--- config.mk ---
export PLATFORM = sky130hd
export DESIGN_NAME = pwm_slice
export DESIGN_NICKNAME = d
export VERILOG_FILES = /design/src/rtl/pwm_pkg.sv /design/src/rtl/pwm_b_sync.sv /design/src/rtl/pwm_count_core.sv /design/src/rtl/pwm_out_stage.sv /design/src/rtl/pwm_slice.sv
export SDC_FILE = /design/constraint.sdc
export NUM_CORES = 1
export LEC_CHECK = 0
export BUFFER_PORTS_ARGS = -buffer_cell sky130_fd_sc_hd__buf_2
export CORE_ASPECT_RATIO = 1.4
export CORE_MARGIN = 2
export CORE_UTILIZATION = 64
export CTS_CLUSTER_DIAMETER = 40
export CTS_CLUSTER_SIZE = 14
export DETAILED_ROUTE_END_ITERATION = 10
export GPL_TIMING_DRIVEN = 1
export PLACE_DENSITY_LB_ADDON = 0.2
export REMOVE_ABC_BUFFERS = 1
export SYNTH_ARGS = -nofsm -noshare
export SYNTH_HDL_FRONTEND = slang
export SYNTH_SLANG_ARGS = --single-unit
--- constraint.sdc ---
create_clock -name clk -period 4.1 [get_ports clk]
set_input_delay 0.82 -clock clk [delete_from_list [all_inputs] [get_ports clk]]
set_output_delay 0.82 -clock clk [all_outputs]
set_load 0.1 [all_outputs]
--- src/rtl/pwm_pkg.sv ---
package pwm_pkg;
    parameter int CTR_W  = 16;
    parameter int BUS_W  = 32;
    parameter int ADDR_W = 2;
    parameter int NUM_OUT = 2;

    localparam logic [ADDR_W-1:0] ADDR_CTL = 2'd0;
    localparam logic [ADDR_W-1:0] ADDR_CNT = 2'd1;
    localparam logic [ADDR_W-1:0] ADDR_CMP = 2'd2;
    localparam logic [ADDR_W-1:0] ADDR_LIM = 2'd3;

    typedef enum logic [1:0] {
        SRC_FREE  = 2'd0,
        SRC_GATED = 2'd1,
        SRC_RISE  = 2'd2,
        SRC_FALL  = 2'd3
    } src_mode_e;

    // stored settings, bit order matches control word bits 5:0
    typedef struct packed {
        src_mode_e mode;
        logic      inv_b;
        logic      inv_a;
        logic      centred;
        logic      run;
    } cfg_t;

    typedef struct packed {
        logic             wrap;
        logic             down;
        logic [CTR_W-1:0] value;
    } step_t;

    function automatic step_t next_step(
        input logic [CTR_W-1:0] cur,
        input logic             down,
        input logic             centred,
        input logic [CTR_W-1:0] lim
    );
        step_t r;
        r.wrap  = 1'b0;
        r.down  = down;
        r.value = cur;
        if (!centred) begin
            r.down = 1'b0;
            if (cur >= lim) begin
                r.value = '0;
                r.wrap  = 1'b1;
            end else begin
                r.value = cur + 1'b1;
            end
        end else if (lim == '0) begin
            r.value = '0;
            r.down  = 1'b0;
            r.wrap  = 1'b1;
        end else if (!down) begin
            if (cur >= lim) begin
                r.down  = 1'b1;
                r.value = lim - 1'b1;
                r.wrap  = (lim == {{(CTR_W-1){1'b0}}, 1'b1});
            end else begin
                r.value = cur + 1'b1;
            end
        end else begin
            if (cur == '0) begin
                r.down  = 1'b0;
                r.value = {{(CTR_W-1){1'b0}}, 1'b1};
            end else begin
                r.value = cur - 1'b1;
                r.wrap  = (cur == {{(CTR_W-1){1'b0}}, 1'b1});
            end
        end
        return r;
    endfunction
endpackage

--- src/rtl/pwm_b_sync.sv ---
module pwm_b_sync (
    input  logic clk,
    input  logic rst,
    input  logic pin,
    output logic lvl,
    output logic rise,
    output logic fall
);
    logic s1_q, s2_q, prev_q;

    always_ff @(posedge clk) begin
        if (rst) begin
            s1_q   <= 1'b0;
            s2_q   <= 1'b0;
            prev_q <= 1'b0;
        end else begin
            s1_q   <= pin;
            s2_q   <= s1_q;
            prev_q <= s2_q;
        end
    end

    assign lvl  = s2_q;
    assign rise = s2_q & ~prev_q;
    assign fall = ~s2_q & prev_q;
endmodule

--- src/rtl/pwm_count_core.sv ---
module pwm_count_core
    import pwm_pkg::*;
(
    input  logic             clk,
    input  logic             rst,
    input  cfg_t             cfg,
    input  logic [CTR_W-1:0] lim,
    input  logic             tick,
    input  logic             div_gt1,
    input  logic             b_lvl,
    input  logic             b_rise,
    input  logic             b_fall,
    input  logic             ret_set,
    input  logic             adv_set,
    input  logic             load,
    input  logic [CTR_W-1:0] load_val,
    output logic [CTR_W-1:0] ctr,
    output logic             ret_pend,
    output logic             adv_pend,
    output logic             wrap
);
    logic [CTR_W-1:0] ctr_q;
    logic             down_q, wrap_q, ret_q, adv_q;
    logic             evt, do_ret, do_adv, step_en;
    step_t            nxt;

    always_comb begin
        unique case (cfg.mode)
            SRC_FREE:  evt = tick;
            SRC_GATED: evt = tick & b_lvl;
            SRC_RISE:  evt = b_rise;
            SRC_FALL:  evt = b_fall;
            default:   evt = 1'b0;
        endcase
        evt     = evt & cfg.run;
        do_ret  = ret_q & evt;
        do_adv  = adv_q & cfg.run & div_gt1 & ~evt;
        step_en = (evt & ~do_ret) | do_adv;
        nxt     = next_step(ctr_q, down_q, cfg.centred, lim);
    end

    always_ff @(posedge clk) begin
        if (rst) begin
            ctr_q  <= '0;
            down_q <= 1'b0;
            wrap_q <= 1'b0;
            ret_q  <= 1'b0;
            adv_q  <= 1'b0;
        end else begin
            if (load) begin
                ctr_q  <= load_val;
                wrap_q <= 1'b0;
            end else if (step_en) begin
                ctr_q  <= nxt.value;
                down_q <= nxt.down;
                wrap_q <= nxt.wrap;
            end else begin
                wrap_q <= 1'b0;
            end
            ret_q <= ret_set | (ret_q & ~do_ret);
            adv_q <= adv_set | (adv_q & ~do_adv);
        end
    end

    assign ctr      = ctr_q;
    assign ret_pend = ret_q;
    assign adv_pend = adv_q;
    assign wrap     = wrap_q;
endmodule

--- src/rtl/pwm_out_stage.sv ---
module pwm_out_stage
    import pwm_pkg::*;
(
    input  logic [CTR_W-1:0]              ctr,
    input  logic [NUM_OUT-1:0][CTR_W-1:0] cmp,
    input  logic [NUM_OUT-1:0]            inv,
    input  logic [NUM_OUT-1:0]            quiet,
    output logic [NUM_OUT-1:0]            pin
);
    for (genvar g = 0; g < NUM_OUT; g++) begin : g_lane
        assign pin[g] = quiet[g] ? 1'b0 : ((ctr < cmp[g]) ^ inv[g]);
    end
endmodule

--- src/rtl/pwm_slice.sv ---
module pwm_slice
    import pwm_pkg::*;
(
    input  logic              clk,
    input  logic              rst,
    input  logic              bus_wr,
    input  logic              bus_rd,
    input  logic [ADDR_W-1:0] bus_addr,
    input  logic [BUS_W-1:0]  bus_wdata,
    output logic [BUS_W-1:0]  bus_rdata,
    input  logic              tick,
    input  logic              div_gt1,
    input  logic              pin_b_in,
    output logic              pwm_a,
    output logic              pwm_b,
    output logic              wrap_pulse
);
    localparam int CFG_W = $bits(cfg_t);

    cfg_t             cfg_q;
    logic [CTR_W-1:0] cmp_a_q, cmp_b_q, lim_q;
    logic [BUS_W-1:0] rdata_q, rd_mux;
    logic             b_lvl, b_rise, b_fall;
    logic [CTR_W-1:0] ctr;
    logic             ret_pend, adv_pend, wrap;
    logic             wr_ctl, wr_cnt;
    logic [NUM_OUT-1:0] lanes;

    assign wr_ctl = bus_wr && (bus_addr == ADDR_CTL);
    assign wr_cnt = bus_wr && (bus_addr == ADDR_CNT);

    always_ff @(posedge clk) begin
        if (rst) begin
            cfg_q   <= '0;
            cmp_a_q <= '0;
            cmp_b_q <= '0;
            lim_q   <= '0;
        end else if (bus_wr) begin
            unique case (bus_addr)
                ADDR_CTL: cfg_q <= cfg_t'(bus_wdata[CFG_W-1:0]);
                ADDR_CMP: begin
                    cmp_a_q <= bus_wdata[CTR_W-1:0];
                    cmp_b_q <= bus_wdata[2*CTR_W-1:CTR_W];
                end
                ADDR_LIM: lim_q <= bus_wdata[CTR_W-1:0];
                default: ;
            endcase
        end
    end

    pwm_b_sync u_sync (
        .clk (clk),
        .rst (rst),
        .pin (pin_b_in),
        .lvl (b_lvl),
        .rise(b_rise),
        .fall(b_fall)
    );

    pwm_count_core u_core (
        .clk     (clk),
        .rst     (rst),
        .cfg     (cfg_q),
        .lim     (lim_q),
        .tick    (tick),
        .div_gt1 (div_gt1),
        .b_lvl   (b_lvl),
        .b_rise  (b_rise),
        .b_fall  (b_fall),
        .ret_set (wr_ctl & bus_wdata[CFG_W]),
        .adv_set (wr_ctl & bus_wdata[CFG_W+1]),
        .load    (wr_cnt),
        .load_val(bus_wdata[CTR_W-1:0]),
        .ctr     (ctr),
        .ret_pend(ret_pend),
        .adv_pend(adv_pend),
        .wrap    (wrap)
    );

    pwm_out_stage u_out (
        .ctr  (ctr),
        .cmp  ({cmp_b_q, cmp_a_q}),
        .inv  ({cfg_q.inv_b, cfg_q.inv_a}),
        .quiet({(cfg_q.mode != SRC_FREE), 1'b0}),
        .pin  (lanes)
    );

    always_comb begin
        unique case (bus_addr)
            ADDR_CTL: rd_mux = {{(BUS_W-CFG_W-2){1'b0}}, adv_pend, ret_pend, cfg_q};
            ADDR_CNT: rd_mux = {{(BUS_W-CTR_W){1'b0}}, ctr};
            ADDR_CMP: rd_mux = {cmp_b_q, cmp_a_q};
            default:  rd_mux = {{(BUS_W-CTR_W){1'b0}}, lim_q};
        endcase
    end

    always_ff @(posedge clk) begin
        if (rst)         rdata_q <= '0;
        else if (bus_rd) rdata_q <= rd_mux;
    end

    assign bus_rdata  = rdata_q;
    assign pwm_a      = lanes[0];
    assign pwm_b      = lanes[1];
    assign wrap_pulse = wrap;
endmodule

==> results.ini, run 1 <==
[setup_path]
cp_slowest_cell = dfxtp_1
worstSetupPathType = register to primary output
crit_arrival_ns = 2.85
cpPeakStageDelay_ns = 0.59
startpoint_type = register
crit_fanout = 12
end_kind = primary output
worstPathCellList = ha_1, a21o_1, a21o_1, a21oi_1, o21ai_0, a21oi_1, xor2_1, and2_1, buf_2
cp_top_family = compound AO/OA/AOI/OAI gates
critical_path_required_ns = 3.28
worstPathBufferInverterCount = 1

[timing]
drv_slew = 0
fin_skew_ns = 0.0130
fin_ws_ns = 0.429
maxSlewHeadroom_pct = 36.0
tns_ns = 0
rsz0062_at_grt = no
period_needed_ns = 3.67
fmax_mhz = 272
period_share_pct = 89.5
whs_ns = 0.441
finalSetupViolCount = 0
hold_viol = 0
tightest_slew_ns = 0.960

[final_layout]
layout_commonest_cell = nand2_1
final_cell_mix = nand2_1 (138), dfxtp_1 (109), a21oi_1 (92)
regArea_um2 = 2180
layoutNonFillerInstCount = 1079
nets = 1032
antennaDiodeCount = 0
nFillCells = 881
multi_input_area_um2 = 4360
area_growth_pct = 10.5
final_util_pct = 72.0
drive_gt1_share_pct = 15.4

[clocking]
cts_resized = 0
worstSkewPairLatency_ns = 0.35
post_cts.repair.setup_buffers = 0
cts_tree = built
clk_path_buf_depth = 2
htreeDepth = 3
numCtsBuffers = 9
root_buffer = clkbuf_16
clock-sinks = 109
clk_pin_slew_ns = 0.08
postCtsHoldBufs = 0

[logic_synthesis]
synth_area_leaders = dfxtp_1 (31%), ha_1 (10%), nand2_1 (7.4%)
synth_top_area_share_pct = 31.1
ys_seq_area_share_pct = 31.1
yosys_warnings = 0
syn_avg_cell_area_um2 = 7.86
ys_ff_latch = 109
synth_top_cell_by_area = dfxtp_1
postSynthCellCount = 891
synth_edf_count = 0
synthArstFlopShare_pct = 0
synthFlopType = dfxtp_1
ys_types = 66
synth_area_um2 = 7010

[power]
ir_worst_vdd_mv = 0.292
p_per_area_nw_per_um2 = 342
leakagePower_uw = 0.00325

[global_route]
antenna_found_initial = 1
grt_pass1_wl_um = 34000
grt_overflow = 0
grt_usage_pct = 36.7
grt_pass1_vias = 6591
grt_max_degree = 69

[placed_design]
dp.cells = 1064
dp_slack_ns = 0.821
port_buffers = 75
hpwlAfterDp_um = 15200
gp_congestion = 0.987

[drt]
ant_nets = 0
wl_per_cell_um = 19.8
vias = 6821
first_pass_iters = 6
drc = 0
first_iter_violations = 579
vias_per_cell = 6.32
routed_wl_um = 21400

[floorplan]
dieArea_um2 = 11800
core-area_um2 = 10800
fp.dieH_um = 128
io_pins = 76
start_util_pct = 65.1
rows = 45
die_w_um = 92.4

[outcome]
status = finished, final reports clean

[flow_run]
maxCapViolations = 0

[hold_path]
worst_hold_path_type = register to register

per-layer routing:
layer  part of all wire (%)  track usage [%]
met3                    8.3             6.11
met2                     49             62.5
met1                     39             45.7
met4                    3.5             16.1
met5                  0.061                0
Yosys cell counts, types with 11 or more instances:
master / instances
nor2_1: 73
dfxtp_1: 109
nor3_1: 16
a211oi_1: 11
clkbuf_1: 54
nor2b_1: 21
a21o_1: 13
mux2i_1: 17
o21ai_0: 21
inv_1: 54
nand4_1: 16
nand2_1: 138
a21oi_1: 92
ha_1: 57
xnor2_1: 24
a22oi_1: 23
nand3_1: 16
xor2_1: 15
metrics by stage:
stage          cell area (um2)  total power, uW
2_1_floorplan             6740             1580
3_3_place_gp              7460             1780
3_5_place_dp              7460             1790
4_1_cts                   7740             2640
5_1_grt                   7740             2740
6_report                  7740             2650
cell type report:
cell class                 count  share of cell area [%]
clock buffer                   9                    2.91
multi-input combinational    663                    56.3
sequential                   109                    28.2
inverter                      54                    2.62
tap                          141                    2.28
clock inverter                 6                   0.727
timing repair buffer          97                    7.01
cells by family after synthesis:
| kind of cell | share of synthesized area [%] |
|---|---|
| fa+ha+maj | 10.2 |
| simple gates | 23.0 |
| compound gates | 17.6 |
| buf+inv | 6.64 |
| flops | 31.1 |
| xor+xnor | 4.88 |
| mux | 6.50 |
path summary, 6_finish.rpt:
kind                                    from                         end  slack (ns)  cells past startpoint
hold / removal        u_sync.s1_q$_SDFF_PP0_       u_sync.lvl$_SDFF_PP0_        0.44                      1
setup / recovery  u_core.ctr[9]$_SDFFE_PP0P_                       pwm_b        0.43                      9
setup reg to reg       lim_q[2]$_SDFFE_PP0P_  u_core.ctr[3]$_SDFFE_PP0P_        1.18                     10
hold reg to reg       u_sync.s1_q$_SDFF_PP0_       u_sync.lvl$_SDFF_PP0_        0.44                      1
report_power, final:
part           total (uW)  internal, uW  switching, uW  leakage, uW
Clock                 866           423            442     0.000136
Sequential           1130          1090           39.8     0.000885
Combinational         652           222            430      0.00223
registers in the layout, indices dropped and copies added, names as in the netlist, 6 cells and up:
signal,flops
u_core.ctr,16
lim_q,16
cmp_b_q,16
cfg_q,6
bus_rdata,32
cmp_a_q,16
No activity file was read; power rests on OpenSTA's default activity.
==> inputs of run 2 (changes only) <==
--- a/config.mk
+++ b/config.mk
@@ -8,7 +8,7 @@
 export BUFFER_PORTS_ARGS = -buffer_cell sky130_fd_sc_hd__buf_2
 export CORE_ASPECT_RATIO = 1.4
 export CORE_MARGIN = 2
-export CORE_UTILIZATION = 64
+export CORE_UTILIZATION = 65
 export CTS_CLUSTER_DIAMETER = 40
 export CTS_CLUSTER_SIZE = 14
 export DETAILED_ROUTE_END_ITERATION = 10
@@ -17,4 +17,5 @@
 export REMOVE_ABC_BUFFERS = 1
 export SYNTH_ARGS = -nofsm -noshare
 export SYNTH_HDL_FRONTEND = slang
+export SYNTH_HIERARCHICAL = 1
 export SYNTH_SLANG_ARGS = --single-unit
==> run 2 against run 1 <==
Effect of this change: clock power up 2%; combinational power up 10%; worst hold slack better by 0.016 ns; sequential cell count unchanged; highest routed layer is now met4; area after synthesis up 4.4%; largest power group unchanged.
==> results.ini, run 2 <==
[outcome]
status = finished, final reports clean

[setup_path]
crit_arrival_ns = 2.69
critical_path_required_ns = 3.28
crit_fanout = 12
cpPeakStageDelay_ns = 0.66
reg2regPathDepth = 7
endpoint = pwm_b
crit_start = u_core/ctr[5]$_SDFFE_PP0P_
crit-reg2reg-launch = u_core/ctr[1]$_SDFFE_PP0P_
rrSetupSlack_ns = 0.98
worstSetupPathType = register to primary output
worstPathCellList = ha_1, a21o_1, a21oi_1, o221ai_1, a211oi_2, mux2_4, buf_2
cp_slowest_cell = dfxtp_1
end_kind = primary output
startpoint_type = register
r2r_end = u_core/ctr[15]$_SDFFE_PP0P_

[power]
pwr-share-clk_pct = 32.3
ir_worst_vdd_mv = 0.231
swShare_pct = 34.9
combPwrFrac_pct = 26.3
p_per_area_nw_per_um2 = 342
p_seq_share_pct = 41.5
p_int_uw = 1780
p_sw_uw = 955
leakagePower_uw = 0.00316

[floorplan]
io_pins = 76
fp.dieH_um = 130
core-area_um2 = 10900
dieArea_um2 = 12100
rows = 45
start_util_pct = 67.0
die_w_um = 93.6

[clocking]
postCtsHoldBufs = 0
clock-sinks = 109
clk_path_buf_depth = 2
htreeDepth = 3
post_cts.repair.setup_buffers = 0
cts_tree = built
root_buffer = clkbuf_16
cts_resized = 0
numCtsBuffers = 9
clk_pin_slew_ns = 0.08
worstSkewPairLatency_ns = 0.35

[logic_synthesis]
yosys_warnings = 6
synthMuxAreaShare_pct = 7.34
synth_top_area_share_pct = 29.8
synthXorXnorAreaFrac_pct = 4.43
synth_top_family_by_area = simple AND/OR/NAND/NOR gates
synth_area_um2 = 7310
yosys-top-cells-count = nand2_1 (157), dfxtp_1 (109), a21oi_1 (84), nor2_1 (68), inv_1 (58)
synth_top_cell_by_area = dfxtp_1
synthArstFlopShare_pct = 0
synthFlopType = dfxtp_1
synth_area_leaders = dfxtp_1 (30%), ha_1 (8.9%), nand2_1 (8.1%)
yosys.area_share.simple_pct = 24.0
ys_seq_area_share_pct = 29.8
syn_avg_cell_area_um2 = 8.07
synthAdderAreaFrac_pct = 8.90
synth-compound-area-share_pct = 18.3
postSynthCellCount = 906
synth_edf_count = 0
ys_types = 82
ys_ff_latch = 109
yosysMostFrequentCell = nand2_1

[flow_run]
maxCapViolations = 0

[timing]
fin_ws_ns = 0.586
maxSlewHeadroom_pct = 23.2
period_share_pct = 85.7
fmax_mhz = 285
hold_viol = 0
rsz0062_at_grt = no
drv_slew = 0
tightest_slew_ns = 1.14
finalSetupViolCount = 0
period_needed_ns = 3.51
tns_ns = 0
fin_skew_ns = 0.0131

[placed_design]
dp.cells = 1079
hpwlAfterDp_um = 16600
gp_congestion = 1.12
dp_slack_ns = 1.01
port_buffers = 75

[global_route]
grt_max_degree = 66
use_met2_pct = 65.6
antenna_found_initial = 0
grt_usage_pct = 38.2
use_met1_pct = 45.2
grt-busiest-layer = met2
grt_overflow = 0
grt_pass1_wl_um = 36400
grt_pass1_vias = 7191
use_met3_pct = 6.16

[drt]
wl_per_cell_um = 21.1
first_iter_violations = 601
drc = 0
first_pass_iters = 6
routed_wl_um = 23100
vias_per_cell = 6.59
vias = 7216
ant_nets = 0

[final_layout]
antennaDiodeCount = 0
final_cell_mix = nand2_1 (157), dfxtp_1 (109), a21oi_1 (84)
nets = 1042
drive_gt1_share_pct = 16.4
area_growth_pct = 9.32
layout_commonest_cell = nand2_1
largest_register_ff_count = 32
layoutNonFillerInstCount = 1095

[hold_path]
min_path_cells = 1
worst_hold_path_type = register to register

-- run 2: logic make-up (layout without fill, tap and decap cells) --
logic type	Yosys count	count (layout)
simple gates	356	356
compound gates	191	191
buf+inv	119	166
flops	109	109
fa+ha+maj	52	52
mux	41	41
xor+xnor	37	37
other cells	1	2
-- run 2: worst min path at each step --
stage,start,to
4_1_cts,u_sync/s1_q$_SDFF_PP0_,u_sync/lvl$_SDFF_PP0_
3_3_place_gp,u_sync/s1_q$_SDFF_PP0_,u_sync/lvl$_SDFF_PP0_
2_1_floorplan,u_sync/s1_q$_SDFF_PP0_,u_sync/lvl$_SDFF_PP0_
5_1_grt,u_sync/s1_q$_SDFF_PP0_,u_sync/lvl$_SDFF_PP0_
3_5_place_dp,u_sync/s1_q$_SDFF_PP0_,u_sync/lvl$_SDFF_PP0_
6_report,u_sync/s1_q$_SDFF_PP0_,u_sync/lvl$_SDFF_PP0_
-- run 2: worst max-delay path: cells and delay by family, from the launching register on --
kind | cells | cell delay (ns)
compound gates | 4 | 0.73
flops | 1 | 0.66
fa+ha+maj | 1 | 0.34
mux | 1 | 0.32
buf+inv | 1 | 0.29
-- run 2: power groups by stage --
stage	logic, uW	clock network, uW	registers [uW]
global placement	680	0	1160
detailed placement	693	0	1160
floorplan	447	0	1190
global route	757	916	1140
CTS	699	886	1130
finish	719	883	1130
-- run 2: layout make-up --
cell class | count | area [um2]
fill | 877 | 2930
tap | 141 | 176
multi-input combinational | 679 | 4610
clock buffer | 10 | 229
inverter | 60 | 225
timing repair buffer | 90 | 503
clock inverter | 6 | 67.6
sequential | 109 | 2180
-- run 2: stage by stage --
step | power (uW) | area (um2) | hold slack [ns] | util, %
floorplan | 1640 | 7020 | 0.414 | -
global placement | 1830 | 7700 | 0.426 | 70.5
detailed placement | 1850 | 7700 | 0.447 | 70.5
CTS | 2720 | 8000 | 0.460 | 73.2
global route | 2810 | 8000 | 0.475 | 73.2
finish | 2740 | 8000 | 0.457 | 73.2
-- run 2: routing by layer --
metal / up-vias / part of all wire (%)
li1: 3282 / -
met1: 3337 / 38
met2: 469 / 49
met3: 128 / 7.7
met4: 0 / 5.7
met5: - / 0
==> inputs of run 3 (changes only) <==
--- a/config.mk
+++ b/config.mk
@@ -8,7 +8,7 @@
 export BUFFER_PORTS_ARGS = -buffer_cell sky130_fd_sc_hd__buf_2
 export CORE_ASPECT_RATIO = 1.4
 export CORE_MARGIN = 2
-export CORE_UTILIZATION = 65
+export CORE_UTILIZATION = 40
 export CTS_CLUSTER_DIAMETER = 40
 export CTS_CLUSTER_SIZE = 14
 export DETAILED_ROUTE_END_ITERATION = 10
==> run 3 against run 2 <==
Effect of this change: critical path depth unchanged; sequential cell count unchanged; worst setup slack better by 0.011 ns; total power up 0.92%; worst hold slack worse by 0.014 ns; clock power up 3.9%; non-clock buffer count up 4; final area up 1.9%; maximum frequency up 0.30%; critical path type unchanged; critical endpoint unchanged; highest routed layer unchanged.
==> results.ini, run 3 (synthesized netlist as in run 2, its figures left out) <==
[floorplan]
io_pins = 76
die_w_um = 118
dieArea_um2 = 19400
fp.dieH_um = 164
core-area_um2 = 17900
start_util_pct = 40.8
rows = 58

[clocking]
htreeDepth = 3
cts_resized = 0
worstSkewPairLatency_ns = 0.36
postCtsHoldBufs = 0
numCtsBuffers = 9
root_buffer = clkbuf_16
clk_path_buf_depth = 2
post_cts.repair.setup_buffers = 0
clk_pin_slew_ns = 0.08
cts_tree = built
clock-sinks = 109

[timing]
period_share_pct = 85.4
drv_slew = 0
fin_skew_ns = 0.00885
hold_viol = 0
maxSlewHeadroom_pct = 39.4
fmax_mhz = 285
finalSetupViolCount = 0
rsz0062_at_grt = no
tightest_slew_ns = 0.906
period_needed_ns = 3.50
tns_ns = 0

[setup_path]
crit-reg2reg-launch = u_core/ctr[0]$_SDFFE_PP0P_
end_kind = primary output
startpoint_type = register
crit_fanout = 12
critical_path_required_ns = 3.28
worstSetupPathType = register to primary output
crit_start = u_core/ctr[5]$_SDFFE_PP0P_
crit_arrival_ns = 2.68

[final_layout]
largest_register_ff_count = 32
nets = 1046
final_cell_mix = nand2_1 (157), dfxtp_1 (109), a21oi_1 (84)
layout_commonest_cell = nand2_1
final_util_pct = 45.4
antennaDiodeCount = 0
area_growth_pct = 11.4
finalInstanceArea_um2 = 8150
drive_gt1_share_pct = 16.8

[global_route]
grt_pass1_vias = 6617
antenna_found_initial = 0
grt_pass1_wl_um = 36700
grt_overflow = 0
grt_max_degree = 65
grt_usage_pct = 24.2

[drt]
vias = 6775
vias_per_cell = 5.66
drc = 0
first_pass_iters = 5
first_iter_violations = 422
wl_per_cell_um = 19.6
ant_nets = 0
routed_wl_um = 23500

[placed_design]
hpwlAfterDp_um = 17200
port_buffers = 75
gp_congestion = 0.955
placed_cell_area_um2 = 7840

[hold_path]
hold_start = u_sync/s1_q$_SDFF_PP0_
worst_hold_path_type = register to register

[power]
leakagePower_uw = 0.00319
ir_worst_vdd_mv = 0.252
p_per_area_nw_per_um2 = 339

[flow_run]
maxCapViolations = 0

[outcome]
status = finished, final reports clean

==> run 3: layer usage <==
metal / up-vias / track usage (%) / routed length (um)
li1: 3293 / - / -
met1: 3187 / 29.1 / 9770
met2: 237 / 42.5 / 11500
met3: 58 / 3.40 / 1240
met4: 0 / 11.0 / 945
met5: - / 0 / 0
==> run 3: final timing paths <==
check | endpoint | slack [ns] | depth (start not counted)
worst max-delay path | pwm_b | 0.60 | 7
worst min register to register | u_sync/lvl$_SDFF_PP0_ | 0.44 | 1
worst max register to register | u_core/ctr[12]$_SDFFE_PP0P_ | 1.07 | 9
worst min-delay path | u_sync/lvl$_SDFF_PP0_ | 0.44 | 1
==> run 3: power by group <==
part	switching [uW]	total, uW	leakage, uW	internal, uW
Combinational	453	712	0.00215	259
Clock	469	917	0.000150	449
Sequential	42.4	1130	0.000885	1090
==> run 3: through the flow <==
step	setup WS (ns)	power [uW]	cells	hold slack [ns]
after floorplan	1.26	1640	848	0.414
after global placement	1.05	1860	1182	0.429
after detailed placement	0.987	1860	1182	0.425
after CTS	0.585	2780	1198	0.445
after global routing	0.471	2870	1198	0.470
final	0.597	2760	1198	0.443
==> run 3: cell type report <==
| cell class | instances | area [um2] |
|---|---|---|
| clock buffers | 10 | 239 |
| clock inverters | 6 | 67.6 |
| fillers | 1819 | 9780 |
| inverters | 60 | 225 |
| multi-input cells | 679 | 4610 |
| flip-flops and latches | 109 | 2180 |
| well taps | 240 | 300 |
| repair buffers | 94 | 520 |
==> run 3: critical path: stages (launching register included) <==
cell	delay, ns
dfxtp_1	0.64
ha_1	0.33
a21o_1	0.16
a21oi_1	0.14
o221ai_1	0.14
a211oi_2	0.28
mux2_4	0.32
buf_2	0.29
